==> config.mk <==
export PLATFORM = sky130hd
export DESIGN_NAME = sdh_irq_status
export DESIGN_NICKNAME = d
export VERILOG_FILES = /design/src/rtl/sdh_irq_pkg.sv /design/src/rtl/sdh_irq_rst_sync.sv /design/src/rtl/sdh_irq_srcmap.sv /design/src/rtl/sdh_irq_flag.sv /design/src/rtl/sdh_irq_dmacap.sv /design/src/rtl/sdh_irq_status.sv
export SDC_FILE = /design/constraint.sdc
export NUM_CORES = 1
export LEC_CHECK = 0
export ABC_AREA = 1
export BUFFER_PORTS_ARGS = -buffer_cell sky130_fd_sc_hd__buf_4
export CAP_MARGIN = 20
export CORE_MARGIN = 10
export CORE_UTILIZATION = 37
export DETAILED_ROUTE_END_ITERATION = 8
export GPL_TIMING_DRIVEN = 0
export PLACE_DENSITY = 0.76
export SKIP_LAST_GASP = 1
export SYNTH_ARGS = -nofsm -noshare
export SYNTH_HDL_FRONTEND = slang
export SYNTH_HIERARCHICAL = 1
export SYNTH_SLANG_ARGS = --single-unit
export TNS_END_PERCENT = 10
==> constraint.sdc <==
create_clock -name clk -period 1.4 [get_ports clk]
set_input_delay 0.07 -clock clk [delete_from_list [all_inputs] [get_ports clk]]
set_output_delay 0.07 -clock clk [all_outputs]
set_load 0.01 [all_outputs]
==> src/rtl/sdh_irq_pkg.sv <==
package sdh_irq_pkg;
  localparam int unsigned STAT_W = 32;

  localparam int unsigned B_CMD_DONE  = 0;
  localparam int unsigned B_XFER_DONE = 1;
  localparam int unsigned B_BLK_GAP   = 2;
  localparam int unsigned B_DMA_EVT   = 3;
  localparam int unsigned B_BUF_WR    = 4;
  localparam int unsigned B_BUF_RD    = 5;
  localparam int unsigned B_CARD_INS  = 6;
  localparam int unsigned B_CARD_REM  = 7;
  localparam int unsigned B_CARD_IRQ  = 8;
  localparam int unsigned B_CMD_TMO   = 16;
  localparam int unsigned B_CMD_CRC   = 17;
  localparam int unsigned B_CMD_END   = 18;
  localparam int unsigned B_CMD_IDX   = 19;
  localparam int unsigned B_DAT_TMO   = 20;
  localparam int unsigned B_DAT_CRC   = 21;
  localparam int unsigned B_DAT_END   = 22;
  localparam int unsigned B_ACMD_ERR  = 24;
  localparam int unsigned B_DMA_ERR   = 28;

  typedef logic [STAT_W-1:0] stat_t;

  localparam stat_t IMPL_MASK = stat_t'((32'h1 << B_CMD_DONE) | (32'h1 << B_XFER_DONE) |
    (32'h1 << B_BLK_GAP) | (32'h1 << B_DMA_EVT) | (32'h1 << B_BUF_WR) |
    (32'h1 << B_BUF_RD) | (32'h1 << B_CARD_INS) | (32'h1 << B_CARD_REM) |
    (32'h1 << B_CARD_IRQ) | (32'h1 << B_CMD_TMO) | (32'h1 << B_CMD_CRC) |
    (32'h1 << B_CMD_END) | (32'h1 << B_CMD_IDX) | (32'h1 << B_DAT_TMO) |
    (32'h1 << B_DAT_CRC) | (32'h1 << B_DAT_END) | (32'h1 << B_ACMD_ERR) |
    (32'h1 << B_DMA_ERR));
endpackage

==> src/rtl/sdh_irq_rst_sync.sv <==
module sdh_irq_rst_sync #(
  parameter int unsigned STAGES = 2
) (
  input  logic clk,
  input  logic rst_n,
  output logic rst_sync_n
);
  logic [STAGES-1:0] sync_q;
  logic [STAGES-1:0] sync_d;

  always_comb begin
    sync_d = {sync_q[STAGES-2:0], 1'b1};
  end

  always_ff @(posedge clk or negedge rst_n) begin
    if (!rst_n) sync_q <= '0;
    else        sync_q <= sync_d;
  end

  assign rst_sync_n = sync_q[STAGES-1];
endmodule

==> src/rtl/sdh_irq_srcmap.sv <==
module sdh_irq_srcmap
  import sdh_irq_pkg::*;
#(
  parameter int unsigned ACMD_W = 8
) (
  input  logic              cmd_done,
  input  logic              xfer_done,
  input  logic              blk_gap,
  input  logic              dma_evt,
  input  logic              buf_wr_rdy,
  input  logic              buf_rd_rdy,
  input  logic              card_ins,
  input  logic              card_rem,
  input  logic              card_irq,
  input  logic              cmd_timeout,
  input  logic              cmd_crc_err,
  input  logic              cmd_endbit_err,
  input  logic              cmd_index_err,
  input  logic              dat_timeout,
  input  logic              dat_crc_err,
  input  logic              dat_endbit_err,
  input  logic [ACMD_W-1:0] acmd_err_vec,
  input  logic              acmd_skipped,
  input  logic              dma_err,
  output stat_t             set_vec
);
  always_comb begin
    set_vec             = '0;
    set_vec[B_CMD_DONE]  = cmd_done;
    set_vec[B_XFER_DONE] = xfer_done;
    set_vec[B_BLK_GAP]   = blk_gap;
    set_vec[B_DMA_EVT]   = dma_evt;
    set_vec[B_BUF_WR]    = buf_wr_rdy;
    set_vec[B_BUF_RD]    = buf_rd_rdy;
    set_vec[B_CARD_INS]  = card_ins;
    set_vec[B_CARD_REM]  = card_rem;
    set_vec[B_CARD_IRQ]  = card_irq;
    set_vec[B_CMD_TMO]   = cmd_timeout;
    set_vec[B_CMD_CRC]   = cmd_crc_err;
    set_vec[B_CMD_END]   = cmd_endbit_err;
    set_vec[B_CMD_IDX]   = cmd_index_err;
    set_vec[B_DAT_TMO]   = dat_timeout;
    set_vec[B_DAT_CRC]   = dat_crc_err;
    set_vec[B_DAT_END]   = dat_endbit_err;
    set_vec[B_ACMD_ERR]  = (|acmd_err_vec) | acmd_skipped;
    set_vec[B_DMA_ERR]   = dma_err;
  end
endmodule

==> src/rtl/sdh_irq_flag.sv <==
module sdh_irq_flag (
  input  logic clk,
  input  logic rst_n,
  input  logic set_i,
  input  logic clr_i,
  output logic flag_o
);
  logic flag_q;
  logic flag_d;
  logic flag_en;

  always_comb begin
    flag_en = set_i | clr_i;
    flag_d  = set_i | (flag_q & ~clr_i);
  end

  always_ff @(posedge clk or negedge rst_n) begin
    if (!rst_n)       flag_q <= 1'b0;
    else if (flag_en) flag_q <= flag_d;
  end

  assign flag_o = flag_q;
endmodule

==> src/rtl/sdh_irq_dmacap.sv <==
module sdh_irq_dmacap #(
  parameter int unsigned ADDR_W = 32
) (
  input  logic              clk,
  input  logic              rst_n,
  input  logic              cap_en,
  input  logic [ADDR_W-1:0] addr_i,
  output logic [ADDR_W-1:0] addr_o
);
  logic [ADDR_W-1:0] addr_q;
  logic [ADDR_W-1:0] addr_d;

  always_comb begin
    addr_d = addr_i;
  end

  always_ff @(posedge clk or negedge rst_n) begin
    if (!rst_n)      addr_q <= '0;
    else if (cap_en) addr_q <= addr_d;
  end

  assign addr_o = addr_q;
endmodule

==> src/rtl/sdh_irq_status.sv <==
module sdh_irq_status
  import sdh_irq_pkg::*;
#(
  parameter int unsigned           BUS_AW     = 8,
  parameter logic [BUS_AW-1:0]     REG_OFFSET = 8'h30,
  parameter int unsigned           ACMD_W     = 8,
  parameter int unsigned           DMA_AW     = 32,
  parameter int unsigned           SYNC_STAGES = 2
) (
  input  logic              clk,
  input  logic              rst_n,
  input  logic              bus_sel,
  input  logic              bus_we,
  input  logic [BUS_AW-1:0] bus_addr,
  input  logic [31:0]       bus_wdata,
  output logic [31:0]       bus_rdata,
  input  logic              cmd_done,
  input  logic              xfer_done,
  input  logic              blk_gap,
  input  logic              dma_evt,
  input  logic              buf_wr_rdy,
  input  logic              buf_rd_rdy,
  input  logic              card_ins,
  input  logic              card_rem,
  input  logic              card_irq,
  input  logic              cmd_timeout,
  input  logic              cmd_crc_err,
  input  logic              cmd_endbit_err,
  input  logic              cmd_index_err,
  input  logic              dat_timeout,
  input  logic              dat_crc_err,
  input  logic              dat_endbit_err,
  input  logic [ACMD_W-1:0] acmd_err_vec,
  input  logic              acmd_skipped,
  input  logic              dma_err,
  input  logic [DMA_AW-1:0] dma_addr,
  input  logic [31:0]       irq_en,
  output logic [31:0]       status,
  output logic              irq,
  output logic [DMA_AW-1:0] dma_err_addr
);
  logic  rst_sync_n;
  stat_t set_vec;
  stat_t clr_vec;
  stat_t flags;
  logic  reg_hit;
  logic  wr_hit;

  sdh_irq_rst_sync #(.STAGES(SYNC_STAGES)) u_rst (
    .clk        (clk),
    .rst_n      (rst_n),
    .rst_sync_n (rst_sync_n)
  );

  sdh_irq_srcmap #(.ACMD_W(ACMD_W)) u_map (
    .cmd_done       (cmd_done),
    .xfer_done      (xfer_done),
    .blk_gap        (blk_gap),
    .dma_evt        (dma_evt),
    .buf_wr_rdy     (buf_wr_rdy),
    .buf_rd_rdy     (buf_rd_rdy),
    .card_ins       (card_ins),
    .card_rem       (card_rem),
    .card_irq       (card_irq),
    .cmd_timeout    (cmd_timeout),
    .cmd_crc_err    (cmd_crc_err),
    .cmd_endbit_err (cmd_endbit_err),
    .cmd_index_err  (cmd_index_err),
    .dat_timeout    (dat_timeout),
    .dat_crc_err    (dat_crc_err),
    .dat_endbit_err (dat_endbit_err),
    .acmd_err_vec   (acmd_err_vec),
    .acmd_skipped   (acmd_skipped),
    .dma_err        (dma_err),
    .set_vec        (set_vec)
  );

  always_comb begin
    reg_hit = bus_sel && (bus_addr == REG_OFFSET);
    wr_hit  = reg_hit && bus_we;
    clr_vec = wr_hit ? (bus_wdata & IMPL_MASK) : '0;
  end

  for (genvar gi = 0; gi < STAT_W; gi++) begin : g_bit
    if (IMPL_MASK[gi]) begin : g_impl
      sdh_irq_flag u_flag (
        .clk    (clk),
        .rst_n  (rst_sync_n),
        .set_i  (set_vec[gi]),
        .clr_i  (clr_vec[gi]),
        .flag_o (flags[gi])
      );
    end else begin : g_rsvd
      assign flags[gi] = 1'b0;
    end
  end

  sdh_irq_dmacap #(.ADDR_W(DMA_AW)) u_cap (
    .clk    (clk),
    .rst_n  (rst_sync_n),
    .cap_en (dma_err),
    .addr_i (dma_addr),
    .addr_o (dma_err_addr)
  );

  always_comb begin
    status    = flags;
    irq       = |(flags & irq_en);
    bus_rdata = reg_hit ? flags : '0;
  end
endmodule

After elaboration in Yosys (flattened, before gate mapping)

Cells that the tools add are included.

Reduce and logical (&&, ||, !) cells: 4
Eq/ne operators: 1
Add/subtract/negate cells: 0
Div/mod/pow operators: 0
Bitwise operators: 74
Muxes and demuxes: 2
Multiply operators: 0
Order comparisons: 0
Shift operators: 0

Operators with widths:

| kind                                          | count |
|---|---|
| two-way mux 29 bit                            | 2 |
| bitwise OR 1 bit                              | 37 |
| bitwise AND 29 x 32 -> 32 bit                 | 1 |
| OR reduction 32 bit                           | 1 |
| bitwise AND 1 bit                             | 18 |
| NOT 1 bit                                     | 18 |
| == test 8 x 6 -> 1 bit, second input constant | 1 |
| OR reduction 8 bit                            | 1 |
| logical AND 1 bit                             | 2 |

Word-level logic and storage cells: 101
Register bits: 52
Bits of input ports: 134
Latch bits: 0
Memory bits (writable): 0
ROM bits: 0
Memories: 0
Output and inout bits: 97

Depth between registers and ports, before layout

Gate-level depths: netlist of the first run.

Depth after elaboration: 7
Mapped depth: 10

Modules after synthesis

The synthesis of the first run kept the hierarchy.

Modules (own cells, without submodules):

| module           | seq. area each (um^2) | times used | area each (um^2) | cells each |
|---|---|---|---|---|
| sdh_irq_dmacap   | 800.8                 | 1          | 1292.5           | 136 |
| sdh_irq_status   | 0.0                   | 1          | 728.2            | 134 |
| sdh_irq_flag     | 25.0                  | 18         | 40.0             | 5 |
| sdh_irq_srcmap   | 0.0                   | 1          | 266.5            | 39 |
| sdh_irq_rst_sync | 50.0                  | 1          | 53.8             | 3 |

Worst setup path after synthesis of the first run

OpenSTA, ideal clock, no wires.

Path kind: input port to flip-flop
From: input port bus_addr[7]
To: register g_bit[16].g_impl.u_flag.flag_q
Setup time: 0.117 ns
Path buffers: 1
Setup slack: 0.409 ns
Required time: 1.283 ns
Arrival: 0.874 ns
Stages on the path: 9
Cell sequence: nor2_1 -> nand2_1 -> nor2_4 -> nand3_4 -> buf_6 -> nor2_2 -> inv_1 -> nand2_1 -> nand2_1

Longest elaborated chain between the ends: 7
Elaborated cells between the ends (all ways): 8
Classes of those cells: eq/ne: 1; mux: 1; bitwise: 4; reduce/logical: 2

RTL lines:

| item                     | line                 | text |
|---|---|---|
| start: declaration       | sdh_irq_status.sv:14 | `input logic [BUS_AW-1:0] bus_addr,` |
| == test 8 x 6 -> 1 bit * | sdh_irq_status.sv:79 | `reg_hit = bus_sel && (bus_addr == REG_OFFSET);` |
| logical AND 1 bit *      | sdh_irq_status.sv:79 |  |
| logical AND 1 bit *      | sdh_irq_status.sv:80 | `wr_hit = reg_hit && bus_we;` |
| two-way mux 29 bit *     | sdh_irq_status.sv:81 | `clr_vec = wr_hit ? (bus_wdata & IMPL_MASK) : '0;` |
| net clr_vec[16]          | sdh_irq_status.sv:44 | `stat_t clr_vec;` |
| NOT 1 bit                | sdh_irq_flag.sv:14   | `flag_d = set_i \| (flag_q & ~clr_i);` |
| bitwise AND 1 bit        | sdh_irq_flag.sv:14   |  |
| bitwise OR 1 bit         | sdh_irq_flag.sv:14   |  |
| end signal: assignment   | sdh_irq_flag.sv:19   | `else if (flag_en) flag_q <= flag_d;` |
| end: declaration         | sdh_irq_flag.sv:8    | `logic flag_q;` |

Mark *: on every way through the listed nets, which the timed path passes. The rest lies on a longest branch.
A chain may end at the register's enable or synchronous reset.

Final worst setup path of the first run

From: register g_bit[22].g_impl.u_flag.flag_q
To: output port irq

Longest elaborated chain between the ends: 2

RTL lines:

| item                          | line                  | text |
|---|---|---|
| start: declaration            | sdh_irq_flag.sv:8     |  |
| start signal: assignment      | sdh_irq_flag.sv:19    |  |
| bitwise AND 29 x 32 -> 32 bit | sdh_irq_status.sv:108 | `irq = \|(flags & irq_en);` |
| OR reduction 32 bit           | sdh_irq_status.sv:108 |  |
| end: declaration              | sdh_irq_status.sv:39  | `output logic irq,` |

No other way between the ends.

==> key figures, run 1 <==
CTS
  – Clk_lat worst skew: roughly 0.30 ns
  – CTS root buffer: clkbuf_8
  – TritonCTS buffer count: 5
  – H-tree level count: 2
  – CTS tree: yes
  – Clk sinks: 52
  – Clock transition at path regs: 0.09 ns
  – Clock tree buffer depth: 2

Timing
  – Worst-margin pin slew: 0.515 ns
  – Max Freq: roughly 730 MHz
  – Post-route setup TNS: 0 ns
  – Final setup vio count: 0
  – Relative slew slack: between 60 and 70%
  – Slew Limit Fails: 0
  – Worst Clk Skew: ~0.0060 ns
  – Final Hold Vio Count: 0
  – Min Tclk post-route: around 1.4 ns
  – Period utilization: 98.1%
  – RSZ-0062 raised after global routing: yes

Flow run
  – Maxcap violations: 0

Critical path
  – Worst R2R End: u_cap/addr_o[8]
  – Crit. End Element: output port
  – Worst setup startpoint: g_bit[22].g_impl.u_flag/flag_o
  – R2R Setup Slk: 0.63 ns
  – Req. time, crit path: 1.33 ns
  – Cell mode on critical path: nand2_1
  – Worst-path cell chain: nand2_1 > nand2_1 > nor2_2 > nand2_1 > nor2_1 > nand2_1 > buf_6
  – Cell family with most CP delay: simple AND/OR/NAND/NOR gates
  – Crit path DAT: 1.30 ns
  – Worst path bufs/invs: 1
  – Critical R2R Launch: u_rst/sync_q[1]
  – CP max-delay cell: dfrtp_1
  – Startpoint Class: flip-flop
  – Critical path class: flip-flop to output port
  – Crit-path max FO: 2
  – R2R cell count: 1
  – Peak per-stage delay on the critical path: 0.39 ns

Global routing
  – GRT Total Usage: between 10% and 20%
  – Vias in the first global route: 3125
  – GRT overflow: 0
  – Initial antenna violation count: 1
  – Pin count of the biggest net entering global routing: 30
  – First-pass GRT wire length: 15.2 mm

Floorplanning
  – Initial Util: 38.2%
  – Cell Rows: 32
  – Die Height: 109 um
  – Die X: 109 um
  – I/O pin count: 231
  – Core area: 7730 um^2
  – Die area: 12000 um^2

Outcome
  – Status: completed

Logic synthesis
  – Yosys warning count: 6
  – Mapped Area: 2950 um^2
  – Avg Inst Size Synth: 7.63 um^2
  – Synth Instances: between 300 and 400

Routing
  – Number of remaining DRC errors: 0
  – ANT nets after route: 0
  – Post-DR vias/cell: 4.06
  – Total wire length: 10.1 mm
  – Drt first pass iters: 4
  – Initial DRC count: 74
  – Routed wire per std cell: 13.7 um
  – Vias after detailed routing: 3005

Worst hold path
  – Worst hold path depth: 3
  – Min-Delay Endpoint: u_cap/addr_o[29]
  – Hold Crit Start: dma_err
  – Worst hold-check path type: input port to flip-flop

Pwr
  – Static Leakage: 0.00295 uW
  – VDD IR max: a little under 0.5 mV
  – Cell Pwr Density: 675 nW/um^2
  – PnR Total Power: 3400 uW

Layout
  – Most common cell after layout, fill and taps aside: buf_4
  – Most frequent cells in the layout: buf_4, nand2_1, inv_1
  – Filler instances: 615
  – Layout cell share with drive strength beyond 1: 39.7%
  – Area delta synth->final: 70.8%
  – Fin nets: 770

Placement
  – # port buffers: around 160
  – Post-DP HPWL: 7.83 mm
  – Routability cong.: 0.885
## cell type report
class	instances	area (um^2)	share of cell area, %
flip-flops and latches	52	1300	25.8
plain buffers	55	453	8.98
clock inverters	1	7.51	0.149
multi-input cells	244	1060	21.0
diodes	2	5.00	0.0993
well taps	102	128	2.53
clock buffers	7	86.3	1.71
repair buffers	215	1760	34.8
inverters	63	244	4.84
## what timing repair did
| action | 4_1_cts | 5_1_grt |
|---|---|---|
| pin swaps | 5 | 0 |
| hold buffers | 50 | 0 |
| hold endpoints to repair | 51 | 0 |
| setup buffers | 5 | 2 |
| gates resized for setup | 1 | 2 |
| setup endpoints to repair | 1 | 6 |
## flip-flops by register name, summed over array words and instances (netlist names)
register / count
u_cap/addr_o: 32
g_bit.g_impl.u_flag/flag_o: 18
u_rst/sync_q: 2
## worst max path at each step
stage                                     end  depth (start not counted)  slack [ns]
2_1_floorplan  g_bit[16].g_impl.u_flag/flag_o                          9        0.41
3_3_place_gp   g_bit[16].g_impl.u_flag/flag_o                          8        0.08
3_5_place_dp   g_bit[16].g_impl.u_flag/flag_o                         10        0.05
5_1_grt                                   irq                          7        -0.1
6_report                                  irq                          7        0.03
4_1_cts                                   irq                          7      -0.005
## power by group
group / internal, uW / switching [uW] / leakage [uW]
logic: 519 / 345 / 0.00234
clock network: 403 / 483 / 0.0000445
registers: 1590 / 66.8 / 0.000570
total: 2510 / 895 / 0.00295
## per-layer routing
layer  up-vias  global-route usage, %  wire, um
li1       1541                      -         -
met1      1345                   16.3      3730
met2       115                   29.7      5310
met3         4                   5.79      1050
met4         0                   3.07        36
met5         -                      0         0
## metrics by stage
step	worst slack [ns]	utilization, %	instance area, um^2	hold WS (ns)	cells
2_1_floorplan	0.409	-	3060	-0.226	414
3_3_place_gp	0.0824	56.4	4360	-0.147	673
3_5_place_dp	0.0526	56.7	4380	-0.145	674
4_1_cts	-0.00511	64.9	5020	0.00345	737
5_1_grt	-0.0952	65.2	5040	0.0251	740
6_report	0.0268	65.3	5040	0.0182	741
Power figures use the tool's default switching activity.
==> inputs of run 2 (changes only) <==
--- a/config.mk
+++ b/config.mk
@@ -8,7 +8,6 @@
 export ABC_AREA = 1
 export BUFFER_PORTS_ARGS = -buffer_cell sky130_fd_sc_hd__buf_4
 export CAP_MARGIN = 20
-export CORE_MARGIN = 10
 export CORE_UTILIZATION = 37
 export DETAILED_ROUTE_END_ITERATION = 8
 export GPL_TIMING_DRIVEN = 0
==> run 2 against run 1 <==
Net effect: non-clock buffer count decreased by 4; hold slack got worse by 0.0027 ns; global-route usage increased by 4.7 points; sequential share of layout area increased by 0.17 points; final cell count down 0.67%; wire length is 15% lower; clock power grew 2.9%; count of clock-buffer cells in the layout shrank 1; via count increased by 1.2%; critical path depth unchanged; fmax is 0.51% lower; critical endpoint unchanged; largest power group unchanged.
==> key figures, run 2 (same netlist as run 1, synthesis figures left out) <==
Floorplanning
  – Die X: 91.3 um (-16%)
  – Die Height: 91.3 um (-16%)
  – I/O pin count: 231 (unchanged)
  – Initial Util: 38.2% (unchanged)
  – Core area: 7730 um^2 (unchanged)
  – Die area: 8340 um^2 (-30%)
  – Cell Rows: 32 (unchanged)

Routing
  – Number of remaining DRC errors: 0 (unchanged)
  – ANT nets after route: 0 (unchanged)
  – Routed wire per std cell: 11.7 um (-15%)
  – Vias after detailed routing: 3041 (+1.2%)
  – Total wire length: 8.59 mm (-15%)
  – Post-DR vias/cell: 4.13 (+1.9%)
  – Drt first pass iters: 4 (unchanged)
  – Initial DRC count: 75 (+1.4%)

Global routing
  – Initial antenna violation count: 1 (unchanged)
  – Pin count of the biggest net entering global routing: 51 (+70%)
  – First-pass GRT wire length: 13.7 mm (-10%)
  – Vias in the first global route: 2994 (-4.2%)
  – GRT overflow: 0 (unchanged)
  – GRT Total Usage: 20.5% (+4.7 points)

Timing
  – Final Hold Vio Count: 0 (unchanged)
  – Min Tclk post-route: 1.38 ns (+0.00700 ns)
  – Max Freq: 725 MHz (-0.51%)
  – Slew Limit Fails: 0 (unchanged)
  – Worst Clk Skew: 0.0102 ns (+0.00418 ns)
  – Period utilization: 98.6% (+0.50 points)
  – RSZ-0062 raised after global routing: yes
  – Final setup vio count: 0 (unchanged)

Layout
  – Most common cell after layout, fill and taps aside: buf_4
  – Area delta synth->final: 69.7%
  – Fin util: 64.8% (-0.42 points)
  – Layout cell share with drive strength beyond 1: 39.3% (-0.38 points)
  – Fin nets: 766 (-0.52%)
  – Most frequent cells in the layout: buf_4, nand2_1, inv_1
  – Post-route insts no fill: 736 (-0.67%)
  – Max FFs per register: 32 (unchanged)

Pwr
  – VDD IR max: 0.452 mV (-6.3%)
  – Static Leakage: 0.00294 uW (-0.33%)
  – PnR Total Power: 3420 uW (+0.58%)
  – Cell Pwr Density: 683 nW/um^2 (+1.2%)

Flow run
  – Maxcap violations: 0 (unchanged)

Outcome
  – Status: completed

CTS
  – Clock transition at path regs: 0.10 ns (about the same)
  – TritonCTS buffer count: 5 (unchanged)
  – Clk_lat worst skew: 0.31 ns (about the same)
  – H-tree level count: 2 (unchanged)
  – Clock tree buffer depth: 2 (unchanged)
  – Clk sinks: 52 (unchanged)
  – CTS tree: yes
  – CTS root buffer: clkbuf_8

Worst hold path
  – Worst hold-check path type: input port to flip-flop

Placement
  – Dpl cells: 673 (-0.15%)
  – Routability cong.: 0.833 (-5.9%)
  – Post-DP HPWL: 6.04 mm (-23%)
  – # port buffers: 157 (unchanged)

Critical path
  – Critical path class: flip-flop to output port
  – Req. time, crit path: 1.33 ns (about the same)
  – Crit. End Element: output port
  – Crit path DAT: 1.31 ns (about the same)
  – Crit-path max FO: 4 (+2)
  – Startpoint Class: flip-flop
-- run 2: area by class of cell --
cell class | instances | area [um^2]
Buffer | 55 | 453
Fill cell | 617 | 2720
Antenna cell | 1 | 2.50
Clock buffer | 6 | 82.6
Tap cell | 102 | 128
Inverter | 63 | 244
Timing Repair Buffer | 211 | 1730
Multi-Input combinational cell | 244 | 1060
Clock inverter | 2 | 13.8
Sequential cell | 52 | 1300
-- run 2: routing by layer --
metal | vias up | global-route usage (%) | part of all wire [%] | wire (um)
li1 | 1531 | - | - | -
met4 | 0 | 7.41 | 2.1 | 183
met3 | 18 | 4.61 | 7.1 | 610
met5 | - | 0 | 0 | 0
met1 | 1360 | 23.1 | 38 | 3310
met2 | 132 | 37.7 | 52 | 4500
-- run 2: worst paths after layout --
| kind | end | startpoint | slack [ns] | cells after the start |
|---|---|---|---|---|
| max | irq | g_bit[21].g_impl.u_flag/flag_o | 0.02 | 7 |
| min | u_cap/addr_o[29] | dma_err | 0.02 | 3 |
| max reg2reg | g_bit[3].g_impl.u_flag/flag_o | g_bit[3].g_impl.u_flag/flag_o | 0.54 | 4 |
| min reg2reg | g_bit[2].g_impl.u_flag/flag_o | u_rst/sync_q[1] | 0.21 | 0 |
| max in group asynchronous | u_cap/addr_o[3] | u_rst/sync_q[1] | 0.67 | 1 |
| min in group asynchronous | u_rst/sync_q[1] | rst_n | 0.08 | 2 |
-- run 2: power breakdown --
part / total (uW) / internal (uW) / switching [uW]
registers: 1650 / 1590 / 65.0
clock network: 911 / 405 / 505
logic: 861 / 519 / 342
-- run 2: worst max-delay path, stage by stage (launching register included) --
cell and delay [ns]:
dfrtp_1 0.42, nand2_1 0.09, nand2_1 0.06, nor2_1 0.10, nand2_1 0.07, nor2_1 0.08
nand2_1 0.06, buf_6 0.12
-- run 2: through the flow --
stage                     setup WS [ns]  setup TNS (ns)  hold slack, ns  cell area (um^2)
after floorplan                   0.409               0          -0.226              3060
after global placement           0.0771               0          -0.146              4360
after detailed placement         0.0644               0          -0.147              4360
after CTS                      -0.00596        -0.00596         0.00149              4980
after global routing            -0.0797          -0.328         0.00519              5010
final                            0.0198               0          0.0155              5010
-- run 2: what timing repair did --
| item | CTS | global route |
|---|---|---|
| buffers inserted | 2 | 1 |
| pin swaps | 6 | 0 |
| hold buffers | 50 | 0 |
| endpoints found under the setup margin | 1 | 11 |
| resized for setup | 2 | 0 |
| hold endpoints to repair | 51 | 0 |
